--- config.mk ---
export PLATFORM = sky130hd
export DESIGN_NAME = fmtc_ctrl
export DESIGN_NICKNAME = d
export VERILOG_FILES = /design/src/rtl/fmtc_pkg.sv /design/src/rtl/fmtc_decode.sv /design/src/rtl/fmtc_regbank.sv /design/src/rtl/fmtc_respond.sv /design/src/rtl/fmtc_select.sv /design/src/rtl/fmtc_ctrl.sv
export SDC_FILE = /design/constraint.sdc
export NUM_CORES = 1
export LEC_CHECK = 0
export BUFFER_PORTS_ARGS = -buffer_cell sky130_fd_sc_hd__buf_2
export CAP_MARGIN = 20
export CORE_UTILIZATION = 48
export CTS_CLUSTER_DIAMETER = 80
export DETAILED_ROUTE_END_ITERATION = 6
export MAX_ROUTING_LAYER = met4
export PLACE_DENSITY = 0.73
export SLEW_MARGIN = 20
export SYNTH_ARGS = -nofsm -noshare
export SYNTH_HDL_FRONTEND = slang
export SYNTH_HIERARCHICAL = 1
export SYNTH_SLANG_ARGS = --single-unit
--- constraint.sdc ---
create_clock -name clk -period 1.05 [get_ports clk]
set_input_delay 0.2625 -clock clk [delete_from_list [all_inputs] [get_ports clk]]
set_output_delay 0.2625 -clock clk [all_outputs]
set_load 0.005 [all_outputs]
--- src/rtl/fmtc_pkg.sv ---
package fmtc_pkg;
    localparam int NIB_W    = 4;
    localparam int IDX_W    = 3;
    localparam int NUM_REGS = 1 << IDX_W;
    localparam int WORD_W   = 1 + IDX_W + 3 * NIB_W;

    localparam logic [NIB_W-1:0] CODE_FMT    = 4'b1010;
    localparam logic [NIB_W-1:0] ADDR_GLOBAL = 4'b0000;
    localparam logic [NIB_W-1:0] SEL_PROG    = 4'b1111;
    localparam logic [NIB_W-1:0] CRC_LEN_MAX = 4'd8;
    localparam logic [NIB_W-1:0] SHORT_MIN   = 4'd8;

    localparam int IX_POLY_HI = 0;
    localparam int IX_POLY_LO = 1;
    localparam int IX_SEED_HI = 2;
    localparam int IX_SEED_LO = 3;
    localparam int IX_CRC_LEN = 4;
    localparam int IX_SHORT   = 5;
    localparam int IX_RSVD    = 6;
    localparam int IX_SEL     = 7;

    typedef enum logic [1:0] {
        FMT_SHORT    = 2'd0,
        FMT_STD_LONG = 2'd1,
        FMT_ENH_LONG = 2'd2,
        FMT_OTHER    = 2'd3
    } cmd_fmt_e;

    typedef struct packed {
        logic             rw;
        logic [IDX_W-1:0] idx;
        logic [NIB_W-1:0] data;
        logic [NIB_W-1:0] addr;
        logic [NIB_W-1:0] code;
    } cmd_word_t;

    typedef struct packed {
        logic             reply;
        logic             wr;
        logic [IDX_W-1:0] idx;
        logic [NIB_W-1:0] data;
        logic [NIB_W-1:0] addr;
    } op_t;

    function automatic logic value_legal(input int index, input logic [NIB_W-1:0] v);
        case (index)
            IX_CRC_LEN: value_legal = (v <= CRC_LEN_MAX);
            IX_SHORT:   value_legal = (v >= SHORT_MIN);
            IX_RSVD:    value_legal = 1'b0;
            default:    value_legal = 1'b1;
        endcase
    endfunction
endpackage

--- src/rtl/fmtc_decode.sv ---
module fmtc_decode
    import fmtc_pkg::*;
(
    input  logic              cmd_valid,
    input  logic [WORD_W-1:0] cmd_word,
    input  logic [1:0]        cmd_fmt,
    input  logic [NIB_W-1:0]  node_addr,
    output logic              exec,
    output logic              wen,
    output op_t               op
);
    cmd_word_t w;
    cmd_fmt_e  fmt;
    logic      fmt_ok, addr_ok, is_global;

    always_comb begin
        w         = cmd_word_t'(cmd_word);
        fmt       = cmd_fmt_e'(cmd_fmt);
        fmt_ok    = (fmt == FMT_STD_LONG) || (fmt == FMT_ENH_LONG);
        is_global = (w.addr == ADDR_GLOBAL);
        addr_ok   = is_global || (w.addr == node_addr);
        exec      = cmd_valid && fmt_ok && addr_ok && (w.code == CODE_FMT);
        wen       = exec && w.rw;
        op.reply  = exec && !is_global;
        op.wr     = w.rw;
        op.idx    = w.idx;
        op.data   = w.data;
        op.addr   = w.addr;
    end
endmodule

--- src/rtl/fmtc_regbank.sv ---
module fmtc_regbank
    import fmtc_pkg::*;
#(
    parameter logic [7:0]       DEF_POLY      = 8'h01,
    parameter logic [7:0]       DEF_SEED      = 8'h0A,
    parameter logic [NIB_W-1:0] DEF_CRC_LEN   = 4'd4,
    parameter logic [NIB_W-1:0] DEF_SHORT_LEN = 4'd8
) (
    input  logic                             clk,
    input  logic                             rst_n,
    input  logic                             wen,
    input  logic [IDX_W-1:0]                 idx,
    input  logic [NIB_W-1:0]                 data,
    output logic [NUM_REGS-1:0][NIB_W-1:0]   regs_q
);
    localparam logic [NUM_REGS-1:0][NIB_W-1:0] RST_VAL =
        {4'h0, 4'h0, DEF_SHORT_LEN, DEF_CRC_LEN,
         DEF_SEED[3:0], DEF_SEED[7:4], DEF_POLY[3:0], DEF_POLY[7:4]};

    typedef struct packed {
        logic [NUM_REGS-1:0][NIB_W-1:0] regs;
    } bank_t;

    bank_t               st_d, st_q;
    logic [NUM_REGS-1:0] hit;

    for (genvar i = 0; i < NUM_REGS; i++) begin : g_hit
        assign hit[i] = wen && (idx == IDX_W'(i)) && value_legal(i, data);
    end

    always_comb begin
        st_d = st_q;
        for (int i = 0; i < NUM_REGS; i++) begin
            if (hit[i]) st_d.regs[i] = data;
        end
    end

    always_ff @(posedge clk or negedge rst_n) begin
        if (!rst_n) st_q <= bank_t'(RST_VAL);
        else        st_q <= st_d;
    end

    assign regs_q = st_q.regs;
endmodule

--- src/rtl/fmtc_respond.sv ---
module fmtc_respond
    import fmtc_pkg::*;
(
    input  logic                           clk,
    input  logic                           rst_n,
    input  op_t                            op,
    input  logic [NUM_REGS-1:0][NIB_W-1:0] regs_q,
    output logic                           rsp_valid,
    output logic [WORD_W-1:0]              rsp_word
);
    typedef struct packed {
        logic              valid;
        logic [WORD_W-1:0] word;
    } rsp_t;

    rsp_t      st_d, st_q;
    cmd_word_t r;

    always_comb begin
        r.rw   = op.wr;
        r.idx  = op.idx;
        r.data = op.wr ? op.data : regs_q[op.idx];
        r.addr = op.addr;
        r.code = '0;
        st_d.valid = op.reply;
        st_d.word  = op.reply ? WORD_W'(r) : st_q.word;
    end

    always_ff @(posedge clk or negedge rst_n) begin
        if (!rst_n) st_q <= '0;
        else        st_q <= st_d;
    end

    assign rsp_valid = st_q.valid;
    assign rsp_word  = st_q.word;
endmodule

--- src/rtl/fmtc_select.sv ---
module fmtc_select
    import fmtc_pkg::*;
#(
    parameter logic [7:0]       DEF_POLY      = 8'h01,
    parameter logic [7:0]       DEF_SEED      = 8'h0A,
    parameter logic [NIB_W-1:0] DEF_CRC_LEN   = 4'd4,
    parameter logic [NIB_W-1:0] DEF_SHORT_LEN = 4'd8
) (
    input  logic [NIB_W-1:0] poly_hi,
    input  logic [NIB_W-1:0] poly_lo,
    input  logic [NIB_W-1:0] seed_hi,
    input  logic [NIB_W-1:0] seed_lo,
    input  logic [NIB_W-1:0] crc_len,
    input  logic [NIB_W-1:0] short_len,
    input  logic [NIB_W-1:0] sel,
    output logic [7:0]       act_poly,
    output logic [7:0]       act_seed,
    output logic [NIB_W-1:0] act_crc_len,
    output logic [NIB_W-1:0] act_short_len
);
    always_comb begin
        if (sel == SEL_PROG) begin
            act_poly      = {poly_hi, poly_lo};
            act_seed      = {seed_hi, seed_lo};
            act_crc_len   = crc_len;
            act_short_len = short_len;
        end else begin
            act_poly      = DEF_POLY;
            act_seed      = DEF_SEED;
            act_crc_len   = DEF_CRC_LEN;
            act_short_len = DEF_SHORT_LEN;
        end
    end
endmodule

--- src/rtl/fmtc_ctrl.sv ---
module fmtc_ctrl
    import fmtc_pkg::*;
#(
    parameter logic [7:0] DEF_POLY      = 8'h01,
    parameter logic [7:0] DEF_SEED      = 8'h0A,
    parameter logic [3:0] DEF_CRC_LEN   = 4'd4,
    parameter logic [3:0] DEF_SHORT_LEN = 4'd8
) (
    input  logic        clk,
    input  logic        rst_n,
    input  logic        cmd_valid,
    input  logic [15:0] cmd_word,
    input  logic [1:0]  cmd_fmt,
    input  logic [3:0]  node_addr,
    output logic        rsp_valid,
    output logic [15:0] rsp_word,
    output logic [7:0]  act_poly,
    output logic [7:0]  act_seed,
    output logic [3:0]  act_crc_len,
    output logic [3:0]  act_short_len
);
    logic                           exec, wen;
    op_t                            op;
    logic [NUM_REGS-1:0][NIB_W-1:0] regs_q;
    logic [NIB_W-1:0]               sel_q;

    fmtc_decode u_decode (
        .cmd_valid (cmd_valid),
        .cmd_word  (cmd_word),
        .cmd_fmt   (cmd_fmt),
        .node_addr (node_addr),
        .exec      (exec),
        .wen       (wen),
        .op        (op)
    );

    fmtc_regbank #(
        .DEF_POLY      (DEF_POLY),
        .DEF_SEED      (DEF_SEED),
        .DEF_CRC_LEN   (DEF_CRC_LEN),
        .DEF_SHORT_LEN (DEF_SHORT_LEN)
    ) u_regbank (
        .clk    (clk),
        .rst_n  (rst_n),
        .wen    (wen),
        .idx    (op.idx),
        .data   (op.data),
        .regs_q (regs_q)
    );

    fmtc_respond u_respond (
        .clk       (clk),
        .rst_n     (rst_n),
        .op        (op),
        .regs_q    (regs_q),
        .rsp_valid (rsp_valid),
        .rsp_word  (rsp_word)
    );

    assign sel_q = regs_q[IX_SEL];

    fmtc_select #(
        .DEF_POLY      (DEF_POLY),
        .DEF_SEED      (DEF_SEED),
        .DEF_CRC_LEN   (DEF_CRC_LEN),
        .DEF_SHORT_LEN (DEF_SHORT_LEN)
    ) u_select (
        .poly_hi       (regs_q[IX_POLY_HI]),
        .poly_lo       (regs_q[IX_POLY_LO]),
        .seed_hi       (regs_q[IX_SEED_HI]),
        .seed_lo       (regs_q[IX_SEED_LO]),
        .crc_len       (regs_q[IX_CRC_LEN]),
        .short_len     (regs_q[IX_SHORT]),
        .sel           (sel_q),
        .act_poly      (act_poly),
        .act_seed      (act_seed),
        .act_crc_len   (act_crc_len),
        .act_short_len (act_short_len)
    );
endmodule

==> impl_metrics.json <==
{
  "cts.path.max_buffers": 2,
  "drc_errors": 0,
  "die_area_um2": 5410,
  "core.rowCount": 25,
  "rsz0062_at_grt": "true",
  "grt_use_total_pct": 27.1,
  "grt_max_degree": 42,
  "drt-pass1-iter-count": 4,
  "dieWidth_um": 73.6,
  "grt_overflow": 0,
  "clockPowerShare_pct": 32.7,
  "n_antenna_cell": 0,
  "grt_pass1_vias": 1989,
  "avgSynthCellArea_um2": 12.1,
  "start_util_pct": 51.1,
  "wl_met3_um": 504,
  "finalSetupViolations": 76,
  "max_slew_margin_pct": 50.9,
  "setup_slack_ns": -0.670,
  "switchingPower_w": 0.000781,
  "gp_congestion": 0.793,
  "clock_sinks": 41,
  "die_h_um": 73.6,
  "tightest_slew_ns": 0.735,
  "post-route-min-period_ns": 1.72,
  "ios": 66,
  "hold_class": "in2reg",
  "start_kind": "input port",
  "mostFrequentLayoutCells": "buf_4 (42), buf_2 (39), dfrtp_1 (36), buf_6 (27), mux2_4 (21)",
  "m1WireLength_mm": 2.90,
  "wl_mm": 6.98,
  "num_vias": 2030,
  "power_frac_seq_pct": 52.4,
  "worstReg2RegStart": "u_regbank/regs_q[31]",
  "min_from": "cmd_word[5]",
  "failed_checks": "setup timing",
  "timing.hold.ws_ns": 0.224,
  "cp.required_ns": 1.23,
  "drt_iter0_markers": 111,
  "top_layer": "met4",
  "fin_cells": 369,
  "slew_violations": 0,
  "numCtsBuffers": 5,
  "synth_warnings": 6,
  "viasPerCell": 5.50,
  "switching_share_pct": 25.3,
  "finClkSkew_ns": 0.00459,
  "synth_area_um2": 2460,
  "clock.fmax_mhz": 581,
  "syn_inst": 203,
  "nets": 326,
  "ir_worst_vdd_mv": 0.542,
  "wl_met2_mm": 3.42,
  "layout_commonest_cell": "buf_4",
  "finalCritPeriodShare_pct": 164,
  "end_kind": "flop",
  "criticalPathCategory": "in2reg",
  "dp_cells": 338,
  "drive_above_1_share_pct": 66.2,
  "area_growth_syn_to_layout_pct": 46.2,
  "cts_tree": "done",
  "internal-power_w": 0.00230,
  "coreArea_um2": 4820,
  "post-dp-hpwl_mm": 4.01,
  "ant_nets": 0,
  "status": "complete, but fails checks",
  "clock_latency_ns": 0.29,
  "antenna_found_initial": 0,
  "grt_pass1_wl_mm": 10.2,
  "portBuffers": 61,
  "cts_htree_levels": 2,
  "cp-startpoint": "cmd_word[6]",
  "cp_max_fo": 4,
  "maxCapViolCount": 0,
  "routedWlPerCell_um": 18.9,
  "cts-root-buf": "clkbuf_8",
  "comb_power_share_pct": 14.9,
  "finalHoldViolCount": 0,
  "p_leak_nw": 1.81,
  "crit_arrival_ns": 1.90,
  "path_clk_slew_ns": 0.08,
  "pre_cts_ws_ns": -0.950,
  "powerDensity_nw_per_um2": 857
}
[registers in the layout (all words and copies together), names as in the netlist]
signal	count
u_respond/rsp_word	12
u_regbank/regs_q	28
u_respond/rsp_valid	1
[power groups by stage]
stage               sequential [W]  combinational [W]  clock, W
floorplan                  0.00164           0.000226         0
global placement           0.00164           0.000364         0
detailed placement         0.00164           0.000369         0
CTS                        0.00161           0.000420   0.00101
global route               0.00162           0.000491   0.00109
finish                     0.00162           0.000458   0.00101
[worst paths after layout]
path                                           to  slack (ns)  cells past startpoint
setup / recovery             u_regbank/regs_q[10]       -0.67                      7
hold / removal              u_respond/rsp_word[5]        0.22                      2
setup reg to reg           u_respond/rsp_word[11]       -0.52                      4
hold reg to reg             u_respond/rsp_word[6]        0.53                      1
max in group asynchronous     u_regbank/regs_q[4]        0.31                      3
min in group asynchronous    u_regbank/regs_q[28]        0.46                      3
[metal layers]
| layer | up-vias | track usage [%] |
|---|---|---|
| met1 | 1002 | 34.1 |
| met5 | - | - |
| li1 | 914 | - |
| met3 | 17 | 5.21 |
| met4 | 0 | 8.97 |
| met2 | 97 | 44.1 |
[stage by stage]
| stage | TNS, ns | cell area, um2 | utilization [%] | power, W |
|---|---|---|---|---|
| finish | -36.74 | 3600 | 74.7 | 0.00308 |
| global route | -40.34 | 3600 | 74.7 | 0.00320 |
| CTS | -33.01 | 3450 | 71.7 | 0.00305 |
| detailed placement | -40.91 | 3020 | 62.6 | 0.00201 |
| global placement | -39.00 | 3020 | 62.6 | 0.00201 |
| floorplan | -24.30 | 2580 | - | 0.00187 |
[critical path, cell delays in order]
cell and delay (ns):
buf_2 0.14, xnor2_2 0.20, a41oi_2 0.19, nor3b_4 0.30, nand2b_4 0.12, nor3b_4 0.31, mux2_2 0.38
[area by class of cell]
cell class,instances,area [um2]
flip-flops and latches,41,1030
multi-input cells,140,1510
fillers,340,1220
repair buffers,113,895
well taps,67,83.8
clock buffers,8,80.1
[repair_timing]
action                     in CTS  in global routing
cloned                          2                  1
setup endpoints to repair      77                 78
pin swaps                      11                  7
hold endpoints to repair       36                  0
buffers inserted               11                  8
hold buffers                    1                  0
resized for setup              47                 16
(Power assumes the default switching activity.)
